<file path="src/rtl/i2c_sclgen_pkg.sv">
package i2c_sclgen_pkg;
   typedef enum logic [1:0] {
      PH_IDLE  = 2'd0,
      PH_MARK  = 2'd1,
      PH_SPACE = 2'd2,
      PH_WAIT  = 2'd3
   } sclgen_phase_e;

   typedef enum logic [1:0] {
      RATE_FAST    = 2'd0,
      RATE_SLOW    = 2'd1,
      RATE_TMR     = 2'd2,
      RATE_TMR_ALT = 2'd3
   } sclgen_rate_e;
endpackage

</file>
<file path="src/rtl/sclgen_sync.sv">
module sclgen_sync #(
   parameter int STAGES = 2
) (
   input  logic clk_i,
   input  logic rst_ni,
   input  logic d_i,
   output logic q_o
);
   // Reset to 1: an idle bus is high.
   logic [STAGES-1:0] sh_q;

   generate
      if (STAGES < 2) begin : g_bad_depth
         $error("sclgen_sync: STAGES must be at least 2");
      end
   endgenerate

   always_ff @(posedge clk_i or negedge rst_ni) begin
      if (!rst_ni) sh_q <= '1;
      else         sh_q <= {sh_q[STAGES-2:0], d_i};
   end

   assign q_o = sh_q[STAGES-1];
endmodule

</file>
<file path="src/rtl/sclgen_rate.sv">
module sclgen_rate
   import i2c_sclgen_pkg::*;
#(
   parameter int FAST_HALF = 60,
   parameter int SLOW_HALF = 4800,
   parameter int TMR_HALF  = 4,
   parameter int CNT_W     = 13
) (
   input  sclgen_rate_e     rate_q_i,
   input  logic             tmr_ovf_i,
   output logic             tick_o,
   output logic [CNT_W-1:0] last_o
);
   localparam logic [CNT_W-1:0] FAST_LAST = CNT_W'(FAST_HALF - 1);
   localparam logic [CNT_W-1:0] SLOW_LAST = CNT_W'(SLOW_HALF - 1);
   localparam logic [CNT_W-1:0] TMR_LAST  = CNT_W'(TMR_HALF - 1);

   always_comb begin
      case (rate_q_i)
         RATE_FAST:    begin tick_o = 1'b1;      last_o = FAST_LAST; end
         RATE_SLOW:    begin tick_o = 1'b1;      last_o = SLOW_LAST; end
         RATE_TMR:     begin tick_o = tmr_ovf_i; last_o = TMR_LAST;  end
         RATE_TMR_ALT: begin tick_o = tmr_ovf_i; last_o = TMR_LAST;  end
         default:      begin tick_o = 1'b1;      last_o = FAST_LAST; end
      endcase
   end
endmodule

</file>
<file path="src/rtl/sclgen_fsm.sv">
module sclgen_fsm
   import i2c_sclgen_pkg::*;
#(
   parameter int CNT_W = 13
) (
   input  logic             clk_i,
   input  logic             rst_ni,
   input  logic             en_i,
   input  logic [1:0]       rate_sel_i,
   input  logic             scl_s_i,
   input  logic             tick_i,
   input  logic [CNT_W-1:0] last_i,
   output sclgen_rate_e     rate_q_o,
   output logic             scl_pull_o,
   output logic             phase_stb_o
);
   sclgen_phase_e    ph_q;
   logic [CNT_W-1:0] cnt_q;
   sclgen_rate_e     rate_q;
   logic             stb_q;

   always_ff @(posedge clk_i or negedge rst_ni) begin
      if (!rst_ni) begin
         ph_q   <= PH_IDLE;
         cnt_q  <= '0;
         rate_q <= RATE_FAST;
         stb_q  <= 1'b0;
      end else begin
         stb_q <= 1'b0;
         if (!en_i) begin
            ph_q  <= PH_IDLE;
            cnt_q <= '0;
         end else begin
            case (ph_q)
               PH_IDLE: begin
                  ph_q   <= PH_MARK;
                  cnt_q  <= '0;
                  rate_q <= sclgen_rate_e'(rate_sel_i);
               end
               PH_MARK: begin
                  // Early low from another device, or mark count done.
                  if (!scl_s_i || (tick_i && cnt_q == last_i)) begin
                     ph_q   <= PH_SPACE;
                     cnt_q  <= '0;
                     rate_q <= sclgen_rate_e'(rate_sel_i);
                     stb_q  <= 1'b1;
                  end else if (tick_i) begin
                     cnt_q <= cnt_q + CNT_W'(1);
                  end
               end
               PH_SPACE: begin
                  if (tick_i) begin
                     if (cnt_q == last_i) begin
                        ph_q  <= PH_WAIT;
                        cnt_q <= '0;
                     end else begin
                        cnt_q <= cnt_q + CNT_W'(1);
                     end
                  end
               end
               PH_WAIT: begin
                  // Counter held until the line is seen high.
                  if (scl_s_i) begin
                     ph_q   <= PH_MARK;
                     cnt_q  <= '0;
                     rate_q <= sclgen_rate_e'(rate_sel_i);
                     stb_q  <= 1'b1;
                  end
               end
               default: ph_q <= PH_IDLE;
            endcase
         end
      end
   end

   assign rate_q_o    = rate_q;
   assign scl_pull_o  = (ph_q == PH_SPACE);
   assign phase_stb_o = stb_q;

   AST_SLAVE_RELEASE: assert property (@(posedge clk_i) disable iff (!rst_ni)
      !en_i |=> (!scl_pull_o && !phase_stb_o));

   AST_EARLY_LOW_SPACE: assert property (@(posedge clk_i) disable iff (!rst_ni)
      (en_i && ph_q == PH_MARK && !scl_s_i) |=> (ph_q == PH_SPACE));

   AST_WAIT_HOLDS: assert property (@(posedge clk_i) disable iff (!rst_ni)
      (en_i && ph_q == PH_WAIT && !scl_s_i) |=> (ph_q == PH_WAIT && !scl_pull_o && cnt_q == '0));

   AST_STB_ON_PULL: assert property (@(posedge clk_i) disable iff (!rst_ni)
      $rose(scl_pull_o) |-> phase_stb_o);

   AST_SPACE_RATE_KEPT: assert property (@(posedge clk_i) disable iff (!rst_ni)
      (ph_q == PH_SPACE && $past(ph_q) == PH_SPACE) |-> $stable(rate_q));

   AST_CNT_BOUND: assert property (@(posedge clk_i) disable iff (!rst_ni)
      (ph_q != PH_IDLE) |-> (cnt_q <= last_i));
endmodule

</file>
<file path="src/rtl/i2c_sclgen.sv">
module i2c_sclgen
   import i2c_sclgen_pkg::*;
#(
   parameter int FAST_HALF   = 60,
   parameter int SLOW_HALF   = 4800,
   parameter int TMR_HALF    = 4,
   parameter int SYNC_STAGES = 2
) (
   input  logic       clk_i,
   input  logic       rst_ni,
   input  logic       master_en_i,
   input  logic [1:0] rate_sel_i,
   input  logic       tmr_ovf_i,
   input  logic       scl_in_i,
   output logic       scl_pull_o,
   output logic       phase_stb_o
);
   localparam int MAX_A    = (FAST_HALF > SLOW_HALF) ? FAST_HALF : SLOW_HALF;
   localparam int MAX_HALF = (MAX_A > TMR_HALF) ? MAX_A : TMR_HALF;
   localparam int CNT_W    = $clog2(MAX_HALF + 1);

   generate
      if (FAST_HALF < 1 || SLOW_HALF < 1 || TMR_HALF < 1) begin : g_bad_half
         $error("i2c_sclgen: every half-period must be at least 1");
      end
      if (SYNC_STAGES < 2) begin : g_bad_sync
         $error("i2c_sclgen: SYNC_STAGES must be at least 2");
      end
   endgenerate

   logic             scl_s;
   logic             tick;
   logic [CNT_W-1:0] last;
   sclgen_rate_e     rate_q;

   sclgen_sync #(.STAGES(SYNC_STAGES)) u_sync (
      .clk_i (clk_i),
      .rst_ni(rst_ni),
      .d_i   (scl_in_i),
      .q_o   (scl_s)
   );

   sclgen_rate #(
      .FAST_HALF(FAST_HALF),
      .SLOW_HALF(SLOW_HALF),
      .TMR_HALF (TMR_HALF),
      .CNT_W    (CNT_W)
   ) u_rate (
      .rate_q_i (rate_q),
      .tmr_ovf_i(tmr_ovf_i),
      .tick_o   (tick),
      .last_o   (last)
   );

   sclgen_fsm #(.CNT_W(CNT_W)) u_fsm (
      .clk_i      (clk_i),
      .rst_ni     (rst_ni),
      .en_i       (master_en_i),
      .rate_sel_i (rate_sel_i),
      .scl_s_i    (scl_s),
      .tick_i     (tick),
      .last_i     (last),
      .rate_q_o   (rate_q),
      .scl_pull_o (scl_pull_o),
      .phase_stb_o(phase_stb_o)
   );
endmodule

</file>
<file path="config.mk">
export PLATFORM = sky130hd
export DESIGN_NAME = i2c_sclgen
export DESIGN_NICKNAME = d
export VERILOG_FILES = /design/src/rtl/i2c_sclgen_pkg.sv /design/src/rtl/sclgen_sync.sv /design/src/rtl/sclgen_rate.sv /design/src/rtl/sclgen_fsm.sv /design/src/rtl/i2c_sclgen.sv
export SDC_FILE = /design/constraint.sdc
export NUM_CORES = 1
export LEC_CHECK = 0
export BUFFER_PORTS_ARGS = -buffer_cell sky130_fd_sc_hd__buf_2
export CAP_MARGIN = 20
export CORE_MARGIN = 2
export CORE_UTILIZATION = 63
export CTS_CLUSTER_SIZE = 14
export DETAILED_ROUTE_END_ITERATION = 8
export GPL_ROUTABILITY_DRIVEN = 0
export PLACE_DENSITY_LB_ADDON = 0.12
export SLEW_MARGIN = 10
export SYNTH_ARGS = -nofsm -noshare
export SYNTH_HDL_FRONTEND = slang
export SYNTH_HIERARCHICAL = 1
export SYNTH_SLANG_ARGS = --single-unit
</file>
<file path="constraint.sdc">
create_clock -name clk_i -period 4 [get_ports clk_i]
set_input_delay 0.6 -clock clk_i [delete_from_list [all_inputs] [get_ports clk_i]]
set_output_delay 0.6 -clock clk_i [all_outputs]
set_load 0.02 [all_outputs]
</file>
==> impl_table.tex, run 1 <==
\begin{tabular}{lr}
\hline
Metric & Value \\
\hline
\multicolumn{2}{l}{\textbf{Run status}} \\
Outcome & complete, no violations \\
\multicolumn{2}{l}{\textbf{Synthesis}} \\
Yosys warning count & 6 \\
Post-synthesis sequential element count & 20 \\
Top post-synthesis cells by area & dfrtp\_1 (34\%), xnor2\_1 (8.7\%), buf\_4 (6.3\%) \\
Mean area per synthesized cell & 9.23 sq um \\
Count of mapped cells out of synthesis & 142 \\
Register area share after synthesis & 38.4\% \\
Count leader, synth & dfrtp\_1 \\
Biggest area consumer among synthesized cells & dfrtp\_1 \\
Number of enable flip-flop cells after synthesis & 0 \\
Post-synth top area share & 34.4\% \\
Synthesized area & 1310 sq um \\
Post-synthesis async set-or-reset flop share & 100\% \\
Synth cell count leaders & dfrtp\_1 (18), xnor2\_1 (13), buf\_4 (11), o21ai\_0 (11), nand2\_1 (10) \\
Post-synth top flop & dfrtp\_1 \\
Synth cell types & 33 \\
\multicolumn{2}{l}{\textbf{Floorplanning}} \\
Core Rows & 16 \\
Initial cell density of the core & 66.8\% \\
Area of the die & 2460 sq um \\
Std-Cell Core Area & 1960 sq um \\
Number of ports placed on the die boundary & 9 \\
DIE HEIGHT & 49.6 um \\
Die X-Extent & 49.6 um \\
\multicolumn{2}{l}{\textbf{Setup path}} \\
Reg-to-reg startpoint & u\_fsm/rate\_q\_o[1] \\
Crit path max-delay cell type & dfrtp\_1 \\
CP endpoint kind & flop \\
Launching instance or port of the critical path & u\_fsm/rate\_q\_o[1] \\
Ordered list of cells on the worst path & nor2b\_1 > xnor2\_1 > nand4\_1 > nor4\_1 > or3\_4 > nor2\_4 > mux2\_2 \\
Critical path data arrival time & 2.35 ns \\
Peak per-stage delay on the critical path & 0.42 ns \\
Req. time, crit path & 4.19 ns \\
CP Class & reg -> reg \\
Buf+Inv Stages, Crit Path & 0 \\
Capturing element of the worst setup path & u\_fsm/cnt\_q[0] \\
Maximum fanout along the worst path & 13 \\
Cell count of the worst reg-to-reg path & 7 \\
Gate family responsible for the most delay along the worst path & simple AND/OR/NAND/NOR gates \\
Logic depth of the worst setup path including buffers & 7 \\
Kind of start point of the critical path & flop \\
Capturing point of the worst reg2reg path & u\_fsm/cnt\_q[0] \\
Setup slack on the worst flop-to-flop path & 1.85 ns \\
\multicolumn{2}{l}{\textbf{Clock network}} \\
Worst-skew pair later-pin latency & 0.30 ns \\
Total of hold buffers inserted after clock tree synthesis & 0 \\
Longest Clk Path Bufs & 2 \\
CTS root buffer & clkbuf\_4 \\
Resized cells post-CTS & 0 \\
Count of H-tree levels built during CTS & 1 \\
Clock transition at the registers of the reported paths & 0.11 ns \\
Clock sink count & 20 \\
Clock tree from TritonCTS & yes \\
TritonCTS Buffers & 3 \\
Postcts setup bufs & 0 \\
\multicolumn{2}{l}{\textbf{Cells and area}} \\
Footprint of the flip-flops and latches & 503 sq um \\
Share of post-route cells with drive strength above 1 & 14.5\% \\
Fin nets & 157 \\
Signed area change from the synthesized netlist to the final layout & 2.00\% \\
Number of fill cells & 180 \\
Total area of multi-input combinational cells & 702 sq um \\
\# diodes & 0 \\
\multicolumn{2}{l}{\textbf{Route}} \\
Final WL & 2270 um \\
Number of design rule violations left after detail routing & 0 \\
Vias per inst & 5.59 \\
Antenna Violating Nets Remaining & 0 \\
WL per Instance & 13.2 um \\
Vias after detailed routing & 961 \\
Initial DRC Count & 25 \\
Drt first pass iters & 4 \\
\multicolumn{2}{l}{\textbf{Global route}} \\
Grt ovf & 0 \\
Antenna violations before repair & 0 \\
First-pass GRT wire length & 3940 um \\
Maximum number of pins on one net before global-route repair & 21 \\
Number of global-route vias before repair & 862 \\
GRT Overall Usage & 21.3\% \\
\multicolumn{2}{l}{\textbf{Power and ir drop}} \\
Leakage power figure & 0.000608 uW \\
Power density cells & 413 nW/um\^{}2 \\
Max rail drop VDD & 0.343 mV \\
\multicolumn{2}{l}{\textbf{Timing}} \\
Unrepaired setup endpoints after global routing & no \\
Setup Total Neg Slack & 0 ns \\
Final Setup Violations & 0 \\
Tcrit/Tclk final & 53.8\% \\
Maximum clock frequency & 465 MHz \\
Min Tclk post-route & 2.15 ns \\
Total count of max-transition violations in the final report & 0 \\
Clock Skew & 0.00110 ns \\
Final hold violation count & 0 \\
Final Hold Slack & 0.220 ns \\
\multicolumn{2}{l}{\textbf{Flow run}} \\
Max-cap check violation count & 0 \\
\multicolumn{2}{l}{\textbf{Min path}} \\
Class of the most critical hold timing path & in -> async \\
\multicolumn{2}{l}{\textbf{Place}} \\
Post-DP HPWL & 1710 um \\
Buffers added on ports & 8 \\
\hline
\end{tabular}
-- placed cells by master, fill, tap and decap left out, types with 4 or more instances in the layout --
cell type,n
a22o_1,7
and3_1,4
buf_2,8
conb_1,6
dfrtp_1,18
ha_1,4
inv_1,6
nand2_1,10
nand2b_1,5
nand3_1,9
nor2_1,6
nor2b_1,5
o21ai_0,11
o21ai_1,5
xnor2_1,13
-- per-layer routing --
layer	up-vias	wire length (um)	track usage [%]
met5	-	0	0
met4	0	41	9.72
met3	4	93	1.82
met2	25	1070	32.4
met1	451	1070	30.6
li1	481	-	-
-- kinds of logic after synthesis --
family,count (synthesis),share of synthesized area (%)
AO/OA/AOI/OAI,29,13.7
XOR/XNOR,13,8.68
multiplexers,5,4.10
other,2,0.573
adder cells (fa/ha/maj),4,3.82
flip-flops,20,38.4
buffers and inverters,19,9.26
AND/OR/NAND/NOR,50,21.5
-- how the worst min path moves through the flow --
stage                      end  slack [ns]      startpoint  cells past startpoint
2_1_floorplan   u_fsm/cnt_q[0]        0.30          rst_ni                      0
3_3_place_gp    u_sync/sh_q[1]        0.35  u_sync/sh_q[0]                      0
3_5_place_dp    u_sync/sh_q[1]        0.35  u_sync/sh_q[0]                      0
4_1_cts        u_fsm/cnt_q[10]        0.23          rst_ni                      1
5_1_grt         u_fsm/cnt_q[9]        0.25          rst_ni                      1
6_report       u_fsm/cnt_q[10]        0.22          rst_ni                      1
-- registers in the layout (all words and copies together), names as in the netlist --
| name | flops |
|---|---|
| u_fsm/cnt_q | 13 |
| u_fsm/ph_q | 2 |
| u_fsm/phase_stb_o | 1 |
| u_fsm/rate_q_o | 2 |
| u_sync/sh_q | 2 |
-- per-stage QoR --
step                instances  total power [uW]  worst slack [ns]  util, %  area, sq um
floorplan                 146               440              2.10        -         1330
global placement          168               433              1.98     66.3         1300
detailed placement        168               441              1.86     66.3         1300
CTS                       172               560              1.84     68.2         1340
global route              172               597              1.69     68.2         1340
finish                    172               553              1.85     68.2         1340
-- area by class of cell --
type                    instances  area share (%)
multi-input cells             107            52.5
inverters                       6            1.68
clock buffers                   4            2.71
flip-flops and latches         20            37.6
well taps                      27            2.53
repair buffers                  8            2.99
-- power by group --
group / switching (uW) / total, uW / internal [uW]
Combinational: 111 / 193 / 82.1
Clock: 60.1 / 116 / 55.5
Sequential: 19.1 / 244 / 225
Total: 190 / 553 / 363
(Power assumes the default switching activity.)
==> run 2: changes to the inputs <==
ABC_AREA = 1   (was not set)
CORE_UTILIZATION = 60   (was 63)
clock period = 2.2 ns   (was 4 ns; I/O delays follow)
==> run 2 against run 1 <==
Effect of this change:
- synthesized cell count up 67%
- power up 99%
- flip-flop and latch count unchanged
- count of clock-buffer cells in the layout unchanged
- register-to-register slack worse by 1.5 ns
- first-iteration DRC count rose to 3.1 times the previous value
- setup slack worse by 1.5 ns
- cell count up 56%
- sequential power up 87%
- largest cell class unchanged
==> impl_table.tex, run 2 <==
\begin{tabular}{lr}
\hline
Metric & Value \\
\hline
\multicolumn{2}{l}{\textbf{Power and ir drop}} \\
Int Power & 636 uW (+76\%) \\
Comb power frac & 42.2\% (+7.2 points) \\
Flop pwr share & 41.4\% (-2.7 points) \\
Leakage power figure & 0.000912 uW (+50\%) \\
Sw Share & 42.2\% (+7.8 points) \\
Clk pwr share & 16.5\% (-4.4 points) \\
Power density cells & 690 nW/um\^{}2 (+67\%) \\
P\_sw & 465 uW (+140\%) \\
Max rail drop VDD & 0.609 mV (+78\%) \\
\multicolumn{2}{l}{\textbf{Place}} \\
Buffers added on ports & 8 (unchanged) \\
Placed cell count & 264 (+57\%) \\
Post-DP HPWL & 2250 um (+32\%) \\
\multicolumn{2}{l}{\textbf{Synthesis}} \\
Yosys warning count & 6 (unchanged) \\
Biggest area consumer among synthesized cells & dfrtp\_1 \\
Post-synthesis async set-or-reset flop share & 100\% (unchanged) \\
Synth cell count leaders & nand2\_1 (84), inv\_1 (36), dfrtp\_1 (18), nand4\_1 (18), nor2\_1 (15) \\
Register area share after synthesis & 31.9\% (-6.5 points) \\
Post-synthesis sequential element count & 20 (unchanged) \\
Top post-synthesis cells by area & dfrtp\_1 (29\%), nand2\_1 (20\%), inv\_1 (8.6\%) \\
Synthesized area & 1580 sq um (+20\%) \\
Number of enable flip-flop cells after synthesis & 0 (unchanged) \\
Count leader, synth & nand2\_1 \\
Synth cell types & 26 (-21\%) \\
Mean area per synthesized cell & 6.66 sq um (-28\%) \\
Post-synth top area share & 28.5\% (-5.8 points) \\
Post-synth top flop & dfrtp\_1 \\
Count of mapped cells out of synthesis & 237 (+67\%) \\
\multicolumn{2}{l}{\textbf{Global route}} \\
GRT Overall Usage & 21.5\% (+0.21 points) \\
First-pass GRT wire length & 5400 um (+37\%) \\
Grt ovf & 0 (unchanged) \\
Antenna violations before repair & 0 (unchanged) \\
Maximum number of pins on one net before global-route repair & 21 (unchanged) \\
Number of global-route vias before repair & 1213 (+41\%) \\
\multicolumn{2}{l}{\textbf{Timing}} \\
Final hold violation count & 0 (unchanged) \\
Final Setup Violations & 0 (unchanged) \\
Final Hold Slack & 0.120 ns (-0.0998 ns) \\
Tcrit/Tclk final & 85.5\% (+32 points) \\
Setup Total Neg Slack & 0 ns (unchanged) \\
Min Tclk post-route & 1.88 ns (-0.271 ns) \\
Total count of max-transition violations in the final report & 0 (unchanged) \\
Unrepaired setup endpoints after global routing & no \\
Clock Skew & 0.00219 ns (+0.00109 ns) \\
Maximum clock frequency & 532 MHz (+14\%) \\
\multicolumn{2}{l}{\textbf{Floorplanning}} \\
DIE HEIGHT & 55.3 um (+11\%) \\
Area of the die & 3060 sq um (+24\%) \\
Initial cell density of the core & 63.7\% (-3.1 points) \\
Die X-Extent & 55.3 um (+11\%) \\
Std-Cell Core Area & 2480 sq um (+26\%) \\
Core Rows & 18 (+2) \\
Number of ports placed on the die boundary & 9 (unchanged) \\
\multicolumn{2}{l}{\textbf{Clock network}} \\
Worst-skew pair later-pin latency & 0.29 ns (about the same) \\
Clock tree from TritonCTS & yes \\
Clock transition at the registers of the reported paths & 0.11 ns (about the same) \\
Postcts setup bufs & 0 (unchanged) \\
Longest Clk Path Bufs & 2 (unchanged) \\
Count of H-tree levels built during CTS & 1 (unchanged) \\
TritonCTS Buffers & 3 (unchanged) \\
Clock sink count & 20 (unchanged) \\
CTS root buffer & clkbuf\_4 \\
\multicolumn{2}{l}{\textbf{Route}} \\
WL per Instance & 11.1 um (-16\%) \\
Initial DRC Count & 77 (+210\%) \\
Vias after detailed routing & 1339 (+39\%) \\
Vias per inst & 4.98 (-11\%) \\
Final WL & 2990 um (+32\%) \\
Antenna Violating Nets Remaining & 0 (unchanged) \\
Number of design rule violations left after detail routing & 0 (unchanged) \\
Drt first pass iters & 4 (unchanged) \\
\multicolumn{2}{l}{\textbf{Cells and area}} \\
Fin nets & 251 (+60\%) \\
Non-Filler Instances & 269 (+56\%) \\
Largest reg by FF count & u\_fsm/cnt\_q \\
Number of flip-flops in the largest register & 13 (unchanged) \\
Share of post-route cells with drive strength above 1 & 11.7\% (-2.8 points) \\
Signed area change from the synthesized netlist to the final layout & 1.27\% \\
Commonest cells after routing, fill and taps aside & nand2\_1 (84), inv\_1 (36), nand4\_1 (18), dfrtp\_1 (18), nor2\_1 (14) \\
\# diodes & 0 (unchanged) \\
Finished Core Util & 64.5\% (-3.7 points) \\
Leading cell type in the layout, fill and taps excluded & nand2\_1 \\
\multicolumn{2}{l}{\textbf{Flow run}} \\
Max-cap check violation count & 0 (unchanged) \\
\multicolumn{2}{l}{\textbf{Setup path}} \\
Req. time, crit path & 2.40 ns (-1.79 ns) \\
Kind of start point of the critical path & flop \\
Peak per-stage delay on the critical path & 0.44 ns (+0.02 ns) \\
Ordered list of cells on the worst path & nor2\_2 > inv\_1 > nand2\_1 > nand2\_1 > nor2\_1 > nand2\_1 > nor2\_2 > nand3\_2 > nand3\_2 > nand2\_2 > nand4\_1 > nand2\_1 \\
Critical path data arrival time & 2.08 ns (-0.27 ns) \\
Crit path max-delay cell type & dfrtp\_1 \\
CP endpoint kind & flop \\
Cell repeated most along the worst path & nand2\_1 \\
Maximum fanout along the worst path & 13 (unchanged) \\
CP Class & reg -> reg \\
\multicolumn{2}{l}{\textbf{Run status}} \\
Outcome & complete, no violations \\
\multicolumn{2}{l}{\textbf{Min path}} \\
Class of the most critical hold timing path & in -> reg \\
\hline
\end{tabular}
[run 2: cell count changes in the layout (fill, tap and decap cells not counted), sizes merged, moves of 4 or more]
cell    change
a22o        -7
and3        -4
inv        +36
nand2      +75
nand2b      -5
nand4      +16
nor2        +9
nor2b       -5
o21ai      -16
xnor2      -10
xor2        +8
[run 2: layout make-up]
class | instances | area, sq um
clock buffer | 4 | 26.3
inverter | 43 | 161
timing repair buffer | 11 | 65.1
tap | 30 | 37.5
sequential | 20 | 503
fill | 234 | 880
multi-input combinational | 161 | 805
[run 2: critical path, delay by kind of cell, from the launching register on]
family | cells | cell delay, ns
buffers and inverters | 1 | 0.09
flip-flops | 1 | 0.44
AND/OR/NAND/NOR | 11 | 1.27
[run 2: repair_timing]
action,4_1_cts,5_1_grt
hold endpoints to repair,18,0
setup endpoints to repair,0,15
hold buffers,1,0
resized for setup,0,1
[run 2: cell families (layout without fill, tap and decap cells)]
logic type | count (synthesis) | after routing | synth area share, %
compound gates | 3 | 3 | 1.51
xor+xnor | 11 | 11 | 6.11
fa+ha+maj | 4 | 4 | 3.17
buf+inv | 60 | 58 | 18.2
flops | 20 | 20 | 31.9
other cells | 2 | 6 | 0.476
simple gates | 137 | 137 | 38.6
[run 2: per-layer routing]
layer,vias to the layer above,track usage (%),routed length [um]
met5,-,0,0
met4,0,5.23,17
met1,606,31.4,1520
li1,712,-,-
met3,2,2.11,108
met2,19,34.4,1350
[run 2: power groups by stage]
stage | combinational [uW] | sequential (uW) | clock, uW
2_1_floorplan | 437 | 456 | 0
3_3_place_gp | 444 | 457 | 0
6_report | 465 | 456 | 181
3_5_place_dp | 455 | 461 | 0
5_1_grt | 534 | 464 | 206
4_1_cts | 459 | 454 | 192
[run 2: stage by stage]
step	instance area, sq um	power (uW)	setup WS, ns
2_1_floorplan	1590	892	0.453
3_3_place_gp	1560	901	0.337
3_5_place_dp	1560	916	0.234
4_1_cts	1600	1100	0.224
5_1_grt	1600	1200	0.0651
6_report	1600	1100	0.319
[run 2: final timing paths]
path	startpoint	end	slack, ns	cells after the start
setup reg to reg	u_fsm/rate_q_o[1]	u_fsm/cnt_q[5]	0.32	12
max in group asynchronous	rst_ni	u_sync/sh_q[1]	1.35	2
setup / recovery	u_fsm/rate_q_o[1]	u_fsm/cnt_q[5]	0.32	12
min in group asynchronous	rst_ni	u_fsm/cnt_q[11]	0.51	2
hold reg to reg	u_sync/sh_q[0]	u_sync/sh_q[1]	0.37	0
hold / removal	scl_in_i	u_sync/sh_q[0]	0.12	1
==> run 3: changes to the inputs <==
CORE_ASPECT_RATIO = 0.9   (was not set)
REMOVE_ABC_BUFFERS = 1   (was not set)
==> run 3 against run 2 <==
Effect of this change:
- hold slack better by 0.0056 ns
- clock skew is 0.010 ns higher
- core utilization is 0.16 points higher
- clock power hardly changed
- critical path depth stayed put
- via count is 3.7% higher
- wire length is 7.4% higher
- largest cell class unchanged
==> impl_table.tex, run 3 (synthesis gave the netlist of run 2 again) <==
\begin{tabular}{lr}
\hline
Metric & Value \\
\hline
\multicolumn{2}{l}{\textbf{Setup path}} \\
Crit path max-delay cell type & dfrtp\_1 \\
Gate family responsible for the most delay along the worst path & simple AND/OR/NAND/NOR gates \\
Cell repeated most along the worst path & nand2\_1 \\
Logic depth of the worst setup path including buffers & 12 (unchanged) \\
Critical path data arrival time & 2.11 ns (+0.03 ns) \\
Ordered list of cells on the worst path & nor2\_2 > inv\_1 > nand2\_1 > nand2\_1 > nor2\_1 > nand2\_1 > nor2\_2 > nand3\_2 > nand3\_2 > nand2\_2 > nand4\_1 > nand2\_1 \\
CP endpoint kind & flop \\
Kind of start point of the critical path & flop \\
Req. time, crit path & 2.39 ns (about the same) \\
Cell count of the worst reg-to-reg path & 12 (unchanged) \\
Maximum fanout along the worst path & 13 (unchanged) \\
Peak per-stage delay on the critical path & 0.43 ns (about the same) \\
Buf+Inv Stages, Crit Path & 1 (unchanged) \\
CP Class & reg -> reg \\
\multicolumn{2}{l}{\textbf{Global route}} \\
Antenna violations before repair & 0 (unchanged) \\
Maximum number of pins on one net before global-route repair & 21 (unchanged) \\
GRT Overall Usage & 23.1\% (+1.6 points) \\
Grt ovf & 0 (unchanged) \\
First-pass GRT wire length & 5310 um (-1.6\%) \\
Number of global-route vias before repair & 1214 (+0.082\%) \\
\multicolumn{2}{l}{\textbf{Clock network}} \\
CTS root buffer & clkbuf\_4 \\
Worst-skew pair later-pin latency & 0.30 ns (about the same) \\
TritonCTS Buffers & 3 (unchanged) \\
Count of H-tree levels built during CTS & 1 (unchanged) \\
Clock tree from TritonCTS & yes \\
Clock transition at the registers of the reported paths & 0.11 ns (about the same) \\
Longest Clk Path Bufs & 2 (unchanged) \\
Clock sink count & 20 (unchanged) \\
\multicolumn{2}{l}{\textbf{Cells and area}} \\
Leading cell type in the layout, fill and taps excluded & nand2\_1 \\
Share of post-route cells with drive strength above 1 & 11.7\% (unchanged) \\
\# diodes & 0 (unchanged) \\
Fin nets & 251 (unchanged) \\
Commonest cells after routing, fill and taps aside & nand2\_1 (84), inv\_1 (36), nand4\_1 (18), dfrtp\_1 (18), nor2\_1 (14) \\
Largest reg by FF count & u\_fsm/cnt\_q \\
Finished Core Util & 64.7\% (+0.16 points) \\
Signed area change from the synthesized netlist to the final layout & 1.11\% \\
Number of flip-flops in the largest register & 13 (unchanged) \\
\multicolumn{2}{l}{\textbf{Timing}} \\
Clock Skew & 0.0126 ns (+0.0105 ns) \\
Final Setup Violations & 0 (unchanged) \\
Setup Total Neg Slack & 0 ns (unchanged) \\
Total count of max-transition violations in the final report & 0 (unchanged) \\
Maximum clock frequency & 521 MHz (-2.0\%) \\
Tcrit/Tclk final & 87.2\% (+1.7 points) \\
Min Tclk post-route & 1.92 ns (+0.0383 ns) \\
Final hold violation count & 0 (unchanged) \\
Final Hold Slack & 0.125 ns (+0.00556 ns) \\
Unrepaired setup endpoints after global routing & no \\
\multicolumn{2}{l}{\textbf{Min path}} \\
Hold depth & 1 (unchanged) \\
Class of the most critical hold timing path & in -> reg \\
\multicolumn{2}{l}{\textbf{Power and ir drop}} \\
Power density cells & 697 nW/um\^{}2 (+1.0\%) \\
Max rail drop VDD & 0.530 mV (-13\%) \\
Leakage power figure & 0.000912 uW (unchanged) \\
\multicolumn{2}{l}{\textbf{Floorplanning}} \\
Std-Cell Core Area & 2470 sq um (-0.40\%) \\
Core Rows & 17 (-1) \\
Initial cell density of the core & 63.9\% (+0.26 points) \\
Area of the die & 3060 sq um (about the same) \\
Number of ports placed on the die boundary & 9 (unchanged) \\
DIE HEIGHT & 52.7 um (-4.8\%) \\
Die X-Extent & 58.1 um (+5.0\%) \\
\multicolumn{2}{l}{\textbf{Run status}} \\
Outcome & complete, no violations \\
\multicolumn{2}{l}{\textbf{Place}} \\
Buffers added on ports & 8 (unchanged) \\
Post-DP HPWL & 2380 um (+5.7\%) \\
\multicolumn{2}{l}{\textbf{Route}} \\
Number of design rule violations left after detail routing & 0 (unchanged) \\
Vias after detailed routing & 1388 (+3.7\%) \\
Highest Signal Layer & met4 \\
Antenna Violating Nets Remaining & 0 (unchanged) \\
Initial DRC Count & 58 (-25\%) \\
Routed length on met3 & 123 um (+14\%) \\
Met1 Wirelength & 1530 um (+1.1\%) \\
WL per Instance & 12.0 um (+8.2\%) \\
Vias per inst & 5.20 (+4.4\%) \\
Routed wire length on met2 & 1530 um (+14\%) \\
Final WL & 3210 um (+7.4\%) \\
Drt first pass iters & 4 (unchanged) \\
\multicolumn{2}{l}{\textbf{Flow run}} \\
Max-cap check violation count & 0 (unchanged) \\
\hline
\end{tabular}
[run 3: timing repair]
item / in CTS / in global routing
setup endpoints to repair: 0 / 13
hold buffers: 1 / 0
hold endpoints to repair: 18 / 0
buffers inserted: 0 / 0
resized for setup: 0 / 1
[run 3: worst paths after layout]
check                                   from        endpoint  slack (ns)
max in group asynchronous             rst_ni  u_sync/sh_q[1]        1.34
setup / recovery           u_fsm/rate_q_o[1]  u_fsm/cnt_q[4]        0.28
min in group asynchronous             rst_ni  u_fsm/cnt_q[1]        0.50
setup reg to reg           u_fsm/rate_q_o[1]  u_fsm/cnt_q[4]        0.28
hold reg to reg               u_sync/sh_q[0]  u_sync/sh_q[1]        0.36
hold / removal                      scl_in_i  u_sync/sh_q[0]        0.13
[run 3: area by class of cell]
class                   instances  area [sq um]
well taps                      28          35.0
multi-input cells             161           805
inverters                      43           161
repair buffers                 11          65.1
fillers                       230           872
flip-flops and latches         20           503
clock buffers                   4          26.3
[run 3: metal layers]
layer,track usage (%),vias to the layer above
li1,-,712
met1,30.2,644
met2,39.2,28
met3,5.43,4
met4,4.26,0
met5,0,-
[run 3: stage by stage]
stage                     setup slack, ns  total power, uW  cells  cell area (sq um)
after floorplan                     0.510              791    224               1470
after global placement              0.323              902    262               1560
after detailed placement            0.204              925    262               1560
after CTS                           0.175             1110    267               1590
after global routing               0.0657             1210    267               1600
final                               0.281             1110    267               1600
[run 3: report_power, final]
group,switching (uW),internal (uW)
logic,321,155
clock network,108,70.6
registers,44.5,412
